[config.mk]
export PLATFORM = sky130hd
export DESIGN_NAME = code_sec_lock
export DESIGN_NICKNAME = d
export VERILOG_FILES = /design/src/rtl/code_sec_lock_pkg.sv /design/src/rtl/csl_decode.sv /design/src/rtl/csl_keys.sv /design/src/rtl/csl_tracker.sv /design/src/rtl/csl_sram.sv /design/src/rtl/code_sec_lock.sv
export SDC_FILE = /design/constraint.sdc
export NUM_CORES = 1
export LEC_CHECK = 0
export BUFFER_PORTS_ARGS = -buffer_cell sky130_fd_sc_hd__clkbuf_2
export CELL_PAD_IN_SITES_DETAIL_PLACEMENT = 1
export CELL_PAD_IN_SITES_GLOBAL_PLACEMENT = 1
export CORE_MARGIN = 5
export CORE_UTILIZATION = 43
export DETAILED_ROUTE_END_ITERATION = 7
export PLACE_DENSITY_LB_ADDON = 0.12
export SYNTH_ARGS = -nofsm -noshare
export SYNTH_HDL_FRONTEND = slang
export SYNTH_SLANG_ARGS = --single-unit
[constraint.sdc]
create_clock -name clk_i -period 1.98 [get_ports clk_i]
set_input_delay 0.198 -clock clk_i [delete_from_list [all_inputs] [get_ports clk_i]]
set_output_delay 0.198 -clock clk_i [all_outputs]
set_load 0.005 [all_outputs]
[src/rtl/code_sec_lock_pkg.sv]
package code_sec_lock_pkg;
  typedef enum logic [2:0] {
    HIT_NONE,
    HIT_RAM,
    HIT_PWD,
    HIT_KEY,
    HIT_CTRL
  } hit_e;
endpackage

[src/rtl/csl_decode.sv]
module csl_decode
  import code_sec_lock_pkg::*;
#(
  parameter int AW = 16,
  parameter int PW_WORDS = 8,
  parameter int RAM_WORDS = 8,
  parameter int IDXW = 3,
  parameter logic [AW-1:0] SEC_BASE = 16'h0100,
  parameter logic [AW-1:0] KEY_BASE = 16'h0040
) (
  input  logic [AW-1:0]   addr_i,
  output hit_e            hit_o,
  output logic [IDXW-1:0] idx_o
);
  localparam logic [AW-1:0] RAM_N  = AW'(RAM_WORDS);
  localparam logic [AW-1:0] PW_N   = AW'(PW_WORDS);
  localparam logic [AW-1:0] SEC_N  = AW'(RAM_WORDS + PW_WORDS);
  localparam logic [AW-1:0] CTRL_A = KEY_BASE + PW_N;

  logic [AW-1:0] off_s, off_p, off_k;

  always_comb begin
    off_s = addr_i - SEC_BASE;
    off_p = off_s - RAM_N;
    off_k = addr_i - KEY_BASE;
    hit_o = HIT_NONE;
    idx_o = '0;
    if (addr_i >= SEC_BASE && off_s < RAM_N) begin
      hit_o = HIT_RAM;
      idx_o = off_s[IDXW-1:0];
    end else if (addr_i >= SEC_BASE && off_s < SEC_N) begin
      hit_o = HIT_PWD;
      idx_o = off_p[IDXW-1:0];
    end else if (addr_i >= KEY_BASE && off_k < PW_N) begin
      hit_o = HIT_KEY;
      idx_o = off_k[IDXW-1:0];
    end else if (addr_i == CTRL_A) begin
      hit_o = HIT_CTRL;
    end
  end
endmodule

[src/rtl/csl_keys.sv]
module csl_keys #(
  parameter int DW = 16,
  parameter int PW_WORDS = 8,
  parameter int IDXW = 3
) (
  input  logic                   clk_i,
  input  logic                   rst_ni,
  input  logic                   wr_i,
  input  logic                   sel_i,
  input  logic                   prot_i,
  input  logic [IDXW-1:0]        idx_i,
  input  logic [DW-1:0]          wdata_i,
  input  logic [PW_WORDS*DW-1:0] pwd_i,
  output logic                   match_o,
  output logic                   wr_pend_o
);
  localparam int KW = PW_WORDS * DW;

  logic [KW-1:0] key_q;
  logic          we;

  assign we = wr_i & sel_i & prot_i;

  for (genvar w = 0; w < PW_WORDS; w++) begin : g_key
    always_ff @(posedge clk_i or negedge rst_ni) begin
      if (!rst_ni)                            key_q[w*DW +: DW] <= '1;
      else if (we && idx_i == IDXW'(w))       key_q[w*DW +: DW] <= wdata_i;
    end
  end

  // comparison is sampled one cycle after the write lands
  always_ff @(posedge clk_i or negedge rst_ni) begin
    if (!rst_ni) wr_pend_o <= 1'b0;
    else         wr_pend_o <= we;
  end

  assign match_o = (key_q == pwd_i);

  assert_key_wp_R7: assert property (@(posedge clk_i) disable iff (!rst_ni)
    (wr_i && sel_i && !prot_i) |=> $stable(key_q));
  assert_key_pend_R5: assert property (@(posedge clk_i) disable iff (!rst_ni)
    (wr_i && sel_i && prot_i) |=> wr_pend_o);
endmodule

[src/rtl/csl_tracker.sv]
module csl_tracker #(
  parameter int PW_WORDS = 8,
  parameter int IDXW = 3
) (
  input  logic            clk_i,
  input  logic            rst_ni,
  input  logic            set_i,
  input  logic [IDXW-1:0] idx_i,
  input  logic            clr_i,
  output logic            full_o
);
  logic [PW_WORDS-1:0] seen_q;

  for (genvar w = 0; w < PW_WORDS; w++) begin : g_seen
    always_ff @(posedge clk_i or negedge rst_ni) begin
      if (!rst_ni)                               seen_q[w] <= 1'b0;
      else if (clr_i)                            seen_q[w] <= 1'b0;
      else if (set_i && idx_i == IDXW'(w))       seen_q[w] <= 1'b1;
    end
  end

  assign full_o = &seen_q;

  assert_trk_clear_R8: assert property (@(posedge clk_i) disable iff (!rst_ni)
    clr_i |=> (seen_q == '0));
  assert_trk_step_R4: assert property (@(posedge clk_i) disable iff (!rst_ni)
    !clr_i |=> ($countones(seen_q) <= $countones($past(seen_q)) + 1));
endmodule

[src/rtl/csl_sram.sv]
module csl_sram #(
  parameter int DW = 16,
  parameter int RAM_WORDS = 8,
  parameter int IDXW = 3
) (
  input  logic            clk_i,
  input  logic            rst_ni,
  input  logic            we_i,
  input  logic [IDXW-1:0] idx_i,
  input  logic [DW-1:0]   wdata_i,
  output logic [DW-1:0]   rdata_o
);
  logic [RAM_WORDS*DW-1:0] mem_q;

  for (genvar w = 0; w < RAM_WORDS; w++) begin : g_word
    always_ff @(posedge clk_i or negedge rst_ni) begin
      if (!rst_ni)                          mem_q[w*DW +: DW] <= '0;
      else if (we_i && idx_i == IDXW'(w))   mem_q[w*DW +: DW] <= wdata_i;
    end
  end

  assign rdata_o = mem_q[idx_i*DW +: DW];

  assert_ram_hold_R3: assert property (@(posedge clk_i) disable iff (!rst_ni)
    !we_i |=> $stable(mem_q));
endmodule

[src/rtl/code_sec_lock.sv]
module code_sec_lock
  import code_sec_lock_pkg::*;
#(
  parameter int AW = 16,
  parameter int DW = 16,
  parameter int PW_WORDS = 8,
  parameter int RAM_WORDS = 8,
  parameter logic [AW-1:0] SEC_BASE = 16'h0100,
  parameter logic [AW-1:0] KEY_BASE = 16'h0040,
  parameter int FORCE_BIT = 15
) (
  input  logic                   clk_i,
  input  logic                   rst_ni,
  input  logic [AW-1:0]          addr_i,
  input  logic                   rd_i,
  input  logic                   wr_i,
  input  logic [DW-1:0]          wdata_i,
  input  logic                   secure_fetch_i,
  input  logic                   debug_i,
  input  logic                   prot_wen_i,
  input  logic [PW_WORDS*DW-1:0] pwd_i,
  output logic [DW-1:0]          rdata_o,
  output logic                   locked_o,
  output logic                   grant_o
);
  localparam int IDXW = ($clog2(PW_WORDS) > $clog2(RAM_WORDS)) ?
                        $clog2(PW_WORDS) : $clog2(RAM_WORDS);

  hit_e            hit;
  logic [IDXW-1:0] idx;
  logic            in_sec, allow;
  logic            ram_we, ctrl_wr, force_lock, trk_set, trk_full;
  logic            key_match, key_pend, blank;
  logic [DW-1:0]   ram_rd;
  logic            locked_q;

  csl_decode #(
    .AW(AW), .PW_WORDS(PW_WORDS), .RAM_WORDS(RAM_WORDS), .IDXW(IDXW),
    .SEC_BASE(SEC_BASE), .KEY_BASE(KEY_BASE)
  ) u_decode (
    .addr_i(addr_i), .hit_o(hit), .idx_o(idx)
  );

  assign in_sec  = (hit == HIT_RAM) || (hit == HIT_PWD);
  assign allow   = !locked_q || (secure_fetch_i && !debug_i);
  assign grant_o = (rd_i || wr_i) && in_sec && allow;

  assign ram_we     = wr_i && (hit == HIT_RAM) && grant_o;
  assign ctrl_wr    = wr_i && (hit == HIT_CTRL) && prot_wen_i;
  assign force_lock = ctrl_wr && wdata_i[FORCE_BIT];
  assign trk_set    = rd_i && (hit == HIT_PWD);
  assign blank      = &pwd_i;

  csl_sram #(.DW(DW), .RAM_WORDS(RAM_WORDS), .IDXW(IDXW)) u_sram (
    .clk_i(clk_i), .rst_ni(rst_ni), .we_i(ram_we), .idx_i(idx),
    .wdata_i(wdata_i), .rdata_o(ram_rd)
  );

  csl_tracker #(.PW_WORDS(PW_WORDS), .IDXW(IDXW)) u_tracker (
    .clk_i(clk_i), .rst_ni(rst_ni), .set_i(trk_set), .idx_i(idx),
    .clr_i(force_lock), .full_o(trk_full)
  );

  csl_keys #(.DW(DW), .PW_WORDS(PW_WORDS), .IDXW(IDXW)) u_keys (
    .clk_i(clk_i), .rst_ni(rst_ni), .wr_i(wr_i), .sel_i(hit == HIT_KEY),
    .prot_i(prot_wen_i), .idx_i(idx), .wdata_i(wdata_i), .pwd_i(pwd_i),
    .match_o(key_match), .wr_pend_o(key_pend)
  );

  always_ff @(posedge clk_i or negedge rst_ni) begin
    if (!rst_ni)                  locked_q <= 1'b1;
    else if (force_lock)          locked_q <= 1'b1;
    else if (key_pend && trk_full) locked_q <= !(blank || key_match);
    else if (trk_full && blank)   locked_q <= 1'b0;
  end

  assign locked_o = locked_q;

  always_comb begin
    rdata_o = '0;
    if (rd_i) begin
      unique case (hit)
        HIT_RAM:  if (grant_o) rdata_o = ram_rd;
        HIT_PWD:  if (grant_o) rdata_o = pwd_i[idx*DW +: DW];
        HIT_CTRL: rdata_o = {{(DW-1){1'b1}}, locked_q};
        default:  rdata_o = '0;
      endcase
    end
  end

  assert_refused_rd_zero_R3: assert property (@(posedge clk_i) disable iff (!rst_ni)
    (rd_i && in_sec && !grant_o) |-> (rdata_o == '0));
  assert_unlock_after_reads_R4: assert property (@(posedge clk_i) disable iff (!rst_ni)
    $fell(locked_o) |-> $past(trk_full));
  assert_force_relock_R8: assert property (@(posedge clk_i) disable iff (!rst_ni)
    (wr_i && hit == HIT_CTRL && prot_wen_i && wdata_i[FORCE_BIT]) |=> locked_o);
  assert_debug_refused_R2: assert property (@(posedge clk_i) disable iff (!rst_ni)
    (debug_i && locked_o) |-> !grant_o);
  assert_no_grant_outside_R2: assert property (@(posedge clk_i) disable iff (!rst_ni)
    (hit == HIT_KEY || hit == HIT_CTRL || hit == HIT_NONE) |-> !grant_o);
endmodule

==> out/metrics.csv <==
stage;metric;value;unit
run_status;run status;finished, violations left;
run_status;failing checks;negative setup slack;
floorplan;die area;0.0370;mm^2
power_and_ir_drop;Power Density;629;mW/mm^2
detailed_routing;final wirelength;64700;um
global_routing;first-pass GRT wire length;92800;um
synthesis;ys async rst share;1.00;
placed_design;dpl cell area;0.0175;mm^2
cts;clock sinks;266;
cells_and_area;layout cells sized above 1;0.603;
setup_path;CP max FO;4;
detailed_routing;DRC viols;0;
synthesis;sequential-to-total area share from yosys stat;0.477;
global_routing;largest net degree at the start of global routing;74;
detailed_routing;routed wire length on met3;4290;um
floorplan;die width;192;um
detailed_routing;top sig layer;met4;
detailed_routing;met2 wire len;30700;um
cts;clock root buffer;clkbuf_16;
setup_path;CP arrival;2540;ps
sta;Slew Viols, Final;0;
cts;CTS H-Tree Depth;1;
floorplan;IO Pins;185;
sta;endpoints failing setup;145;
sta;clock skew;6.74;ps
setup_path;CP Data Required Time;1780;ps
global_routing;vias in the first global route;13908;
sta;Worst-Margin Slew;613;ps
sta;Fin. Hold Viols;0;
detailed_routing;First DRT Iteration DRCs;1028;
synthesis;Synth area leader;dfrtp_1;
cts;CTS buffer count;30;
synthesis;Avg Cell Area, Syn;11.9;um^2
placed_design;pre-CTS setup slack;-667;ps
sta;RSZ-0062 raised after global routing;true;
synthesis;Cells after Synth;1204;
cells_and_area;Final Cell Area;0.0200;mm^2
synthesis;Post-synth top flop;dfrtp_1;
cells_and_area;final net count;1763;
cells_and_area;most frequent cells in the layout;buf_4, clkbuf_2, mux2_2, dfrtp_1, dfstp_2;
synthesis;number of distinct library cells after synthesis;61;
setup_path;Slowest-stage cell, CP;dfstp_2;
cts;CTS clk-pin slew, worst paths;70;ps
worst_hold_path;HP Class;input pin to async pin;
floorplan;Starting Density;0.437;
synthesis;ranking of synthesized cells by area;dfrtp_1, dfstp_2, mux2_2;
synthesis;Synth Net Count;1371;
detailed_routing;via-per-instance ratio;6.15;
job;max-capacitance violation count;0;
setup_path;Largest delay share family, worst path;compound AO/OA/AOI/OAI gates;
cts;Worst-Skew Late Latency;560;ps
global_routing;initial antenna violation count;1;
cells_and_area;Layout Utilization;0.611;
floorplan;# rows;66;
cells_and_area;number of diodes;0;
detailed_routing;drt first pass iters;5;
sta;f_max;366;MHz
setup_path;Buf/Inv on CP;3;
setup_path;crit path launch type;register;
placed_design;PortBufs;184;
setup_path;max incr delay on CP;390;ps
cells_and_area;most common cell after layout, fill and taps aside;buf_4;
setup_path;CP Class;register to output pin;
setup_path;crit end category;output pin;
synthesis;Post-Syn Area;0.0143;mm^2
detailed_routing;wire per inst;31.4;um
synthesis;top cell type's share of synthesized area;0.240;
floorplan;Chip Height;192;um
cts;CTS tree;yes;
detailed_routing;DR vias;12686;
setup_path;worst path cell trace;a211oi_4, nor3b_4, buf_6, and2_4, buf_6, o221ai_2, o22ai_2, buf_2;
power_and_ir_drop;leakage;8.94;nW
global_routing;grt ovf;0;
floorplan;core area;0.0327;mm^2
synthesis;yosys warns;0;
sta;Slew headroom;0.592;
detailed_routing;Final ANT Viol Nets;0;
sta;period utilization;1.38;
sta;setup slack after layout;-754;ps
synthesis;Yosys reg bits;266;
global_routing;GRT Overall Usage;0.341;
power_and_ir_drop;overall power;12.6;mW
placed_design;GPL Wtd Cong;0.951;
synthesis;number of synthesized flops with an enable pin;0;
setup_path;CP dominant cell by count;buf_6;
detailed_routing;WL met1;26100;um
cells_and_area;area grow syn2layout;39.8;%
cts;Max Root-Sink Buffers;3;
power_and_ir_drop;VDD IR-drop max;754;uV
sta;minimum clock period;2730;ps
placed_design;Post-DP HPWL;44200;um
-- sequential cells by signal (all words and copies together), names as in the netlist --
signal and count:
u_tracker.seen_q 8, u_sram.mem_q 128, u_keys.key_q 128, u_keys.wr_pend_o 1, locked_o 1
-- report_power, final --
part           internal, mW  total, mW  switching, mW
clock                  3.39       5.82           2.43
combinational         0.475       1.31          0.838
sequential             5.45       5.45       0.000837
-- metal layers --
layer,GRT usage,vias to the layer above
li1,-,5309
met1,0.434,6597
met2,0.562,588
met3,0.0602,192
met4,0.168,0
met5,0,-
-- metrics by stage --
| step | hold slack, ps | cells | setup TNS (ps) |
|---|---|---|---|
| after global placement | 61.4 | 1970 | -97410 |
| after global routing | 96.7 | 2062 | -76390 |
| after detailed placement | 60.8 | 1970 | -111790 |
| final | 67.5 | 2062 | -67630 |
| after floorplan | -97.6 | 1204 | -3730 |
| after CTS | 57.4 | 2057 | -74570 |
-- what timing repair did --
item                                   4_1_cts  5_1_grt
setup endpoints to repair                  146      256
buffers inserted                            23       10
gates resized for setup                    185       63
cloned                                       9        2
pin swaps                                   40       17
hold buffers                                 1        0
endpoints found under the hold margin      137        0
-- cell families after synthesis --
group                     Yosys count  synth area share
AOI/OAI and AO/OA                 215             0.107
xor gates and xnor gates          121            0.0741
buffers and inverters              95            0.0306
DFF                               266             0.477
muxes                             266             0.209
and+or+nand+nor                   241             0.103
-- worst paths after layout --
| path | start | end | slack, ps | depth (start not counted) |
|---|---|---|---|---|
| max in group asynchronous | rst_ni | u_keys.key_q[65]$_DFFE_PN1P_ | 1200 | 3 |
| max reg2reg | locked_o$_DFFE_PN1P_ | u_sram.mem_q[107]$_DFFE_PN0P_ | -530 | 12 |
| min reg2reg | u_tracker.seen_q[4]$_DFFE_PN0P_ | u_tracker.seen_q[4]$_DFFE_PN0P_ | 500 | 2 |
| max | locked_o$_DFFE_PN1P_ | rdata_o[7] | -750 | 8 |
| min in group clk_i | wdata_i[7] | u_keys.key_q[7]$_DFFE_PN1P_ | 150 | 3 |
| min | rst_ni | u_sram.mem_q[62]$_DFFE_PN0P_ | 70 | 2 |
-- area by class of cell --
class / instances / area [um^2]
Fill cell: 3344 / 12700
Multi-Input combinational cell: 843 / 7930
Sequential cell: 266 / 6820
Timing Repair Buffer: 442 / 3600
Clock buffer: 44 / 935
Tap cell: 442 / 553
Clock inverter: 12 / 97.6
Inverter: 13 / 48.8
-- synth_stat cells, drive strengths merged (4+ instances only) --
library cell / n
mux2: 259
dfrtp: 137
dfstp: 129
xnor2: 111
nand4: 68
o22ai: 55
nor2b: 46
clkbuf: 42
buf: 40
nor2: 33
o21ai: 29
a211oi: 23
a21oi: 22
nor4: 21
nor3: 17
nand2: 16
o221ai: 14
inv: 13
nand3: 10
o2111ai: 10
or3: 10
xor2: 10
a211o: 8
mux2i: 7
o21a: 7
o2bb2ai: 7
o31a: 7
o31ai: 7
and3: 6
o211ai: 6
a31oi: 4
nand2b: 4
o41a: 4
Note: power is estimated with default switching activity, not from simulation.
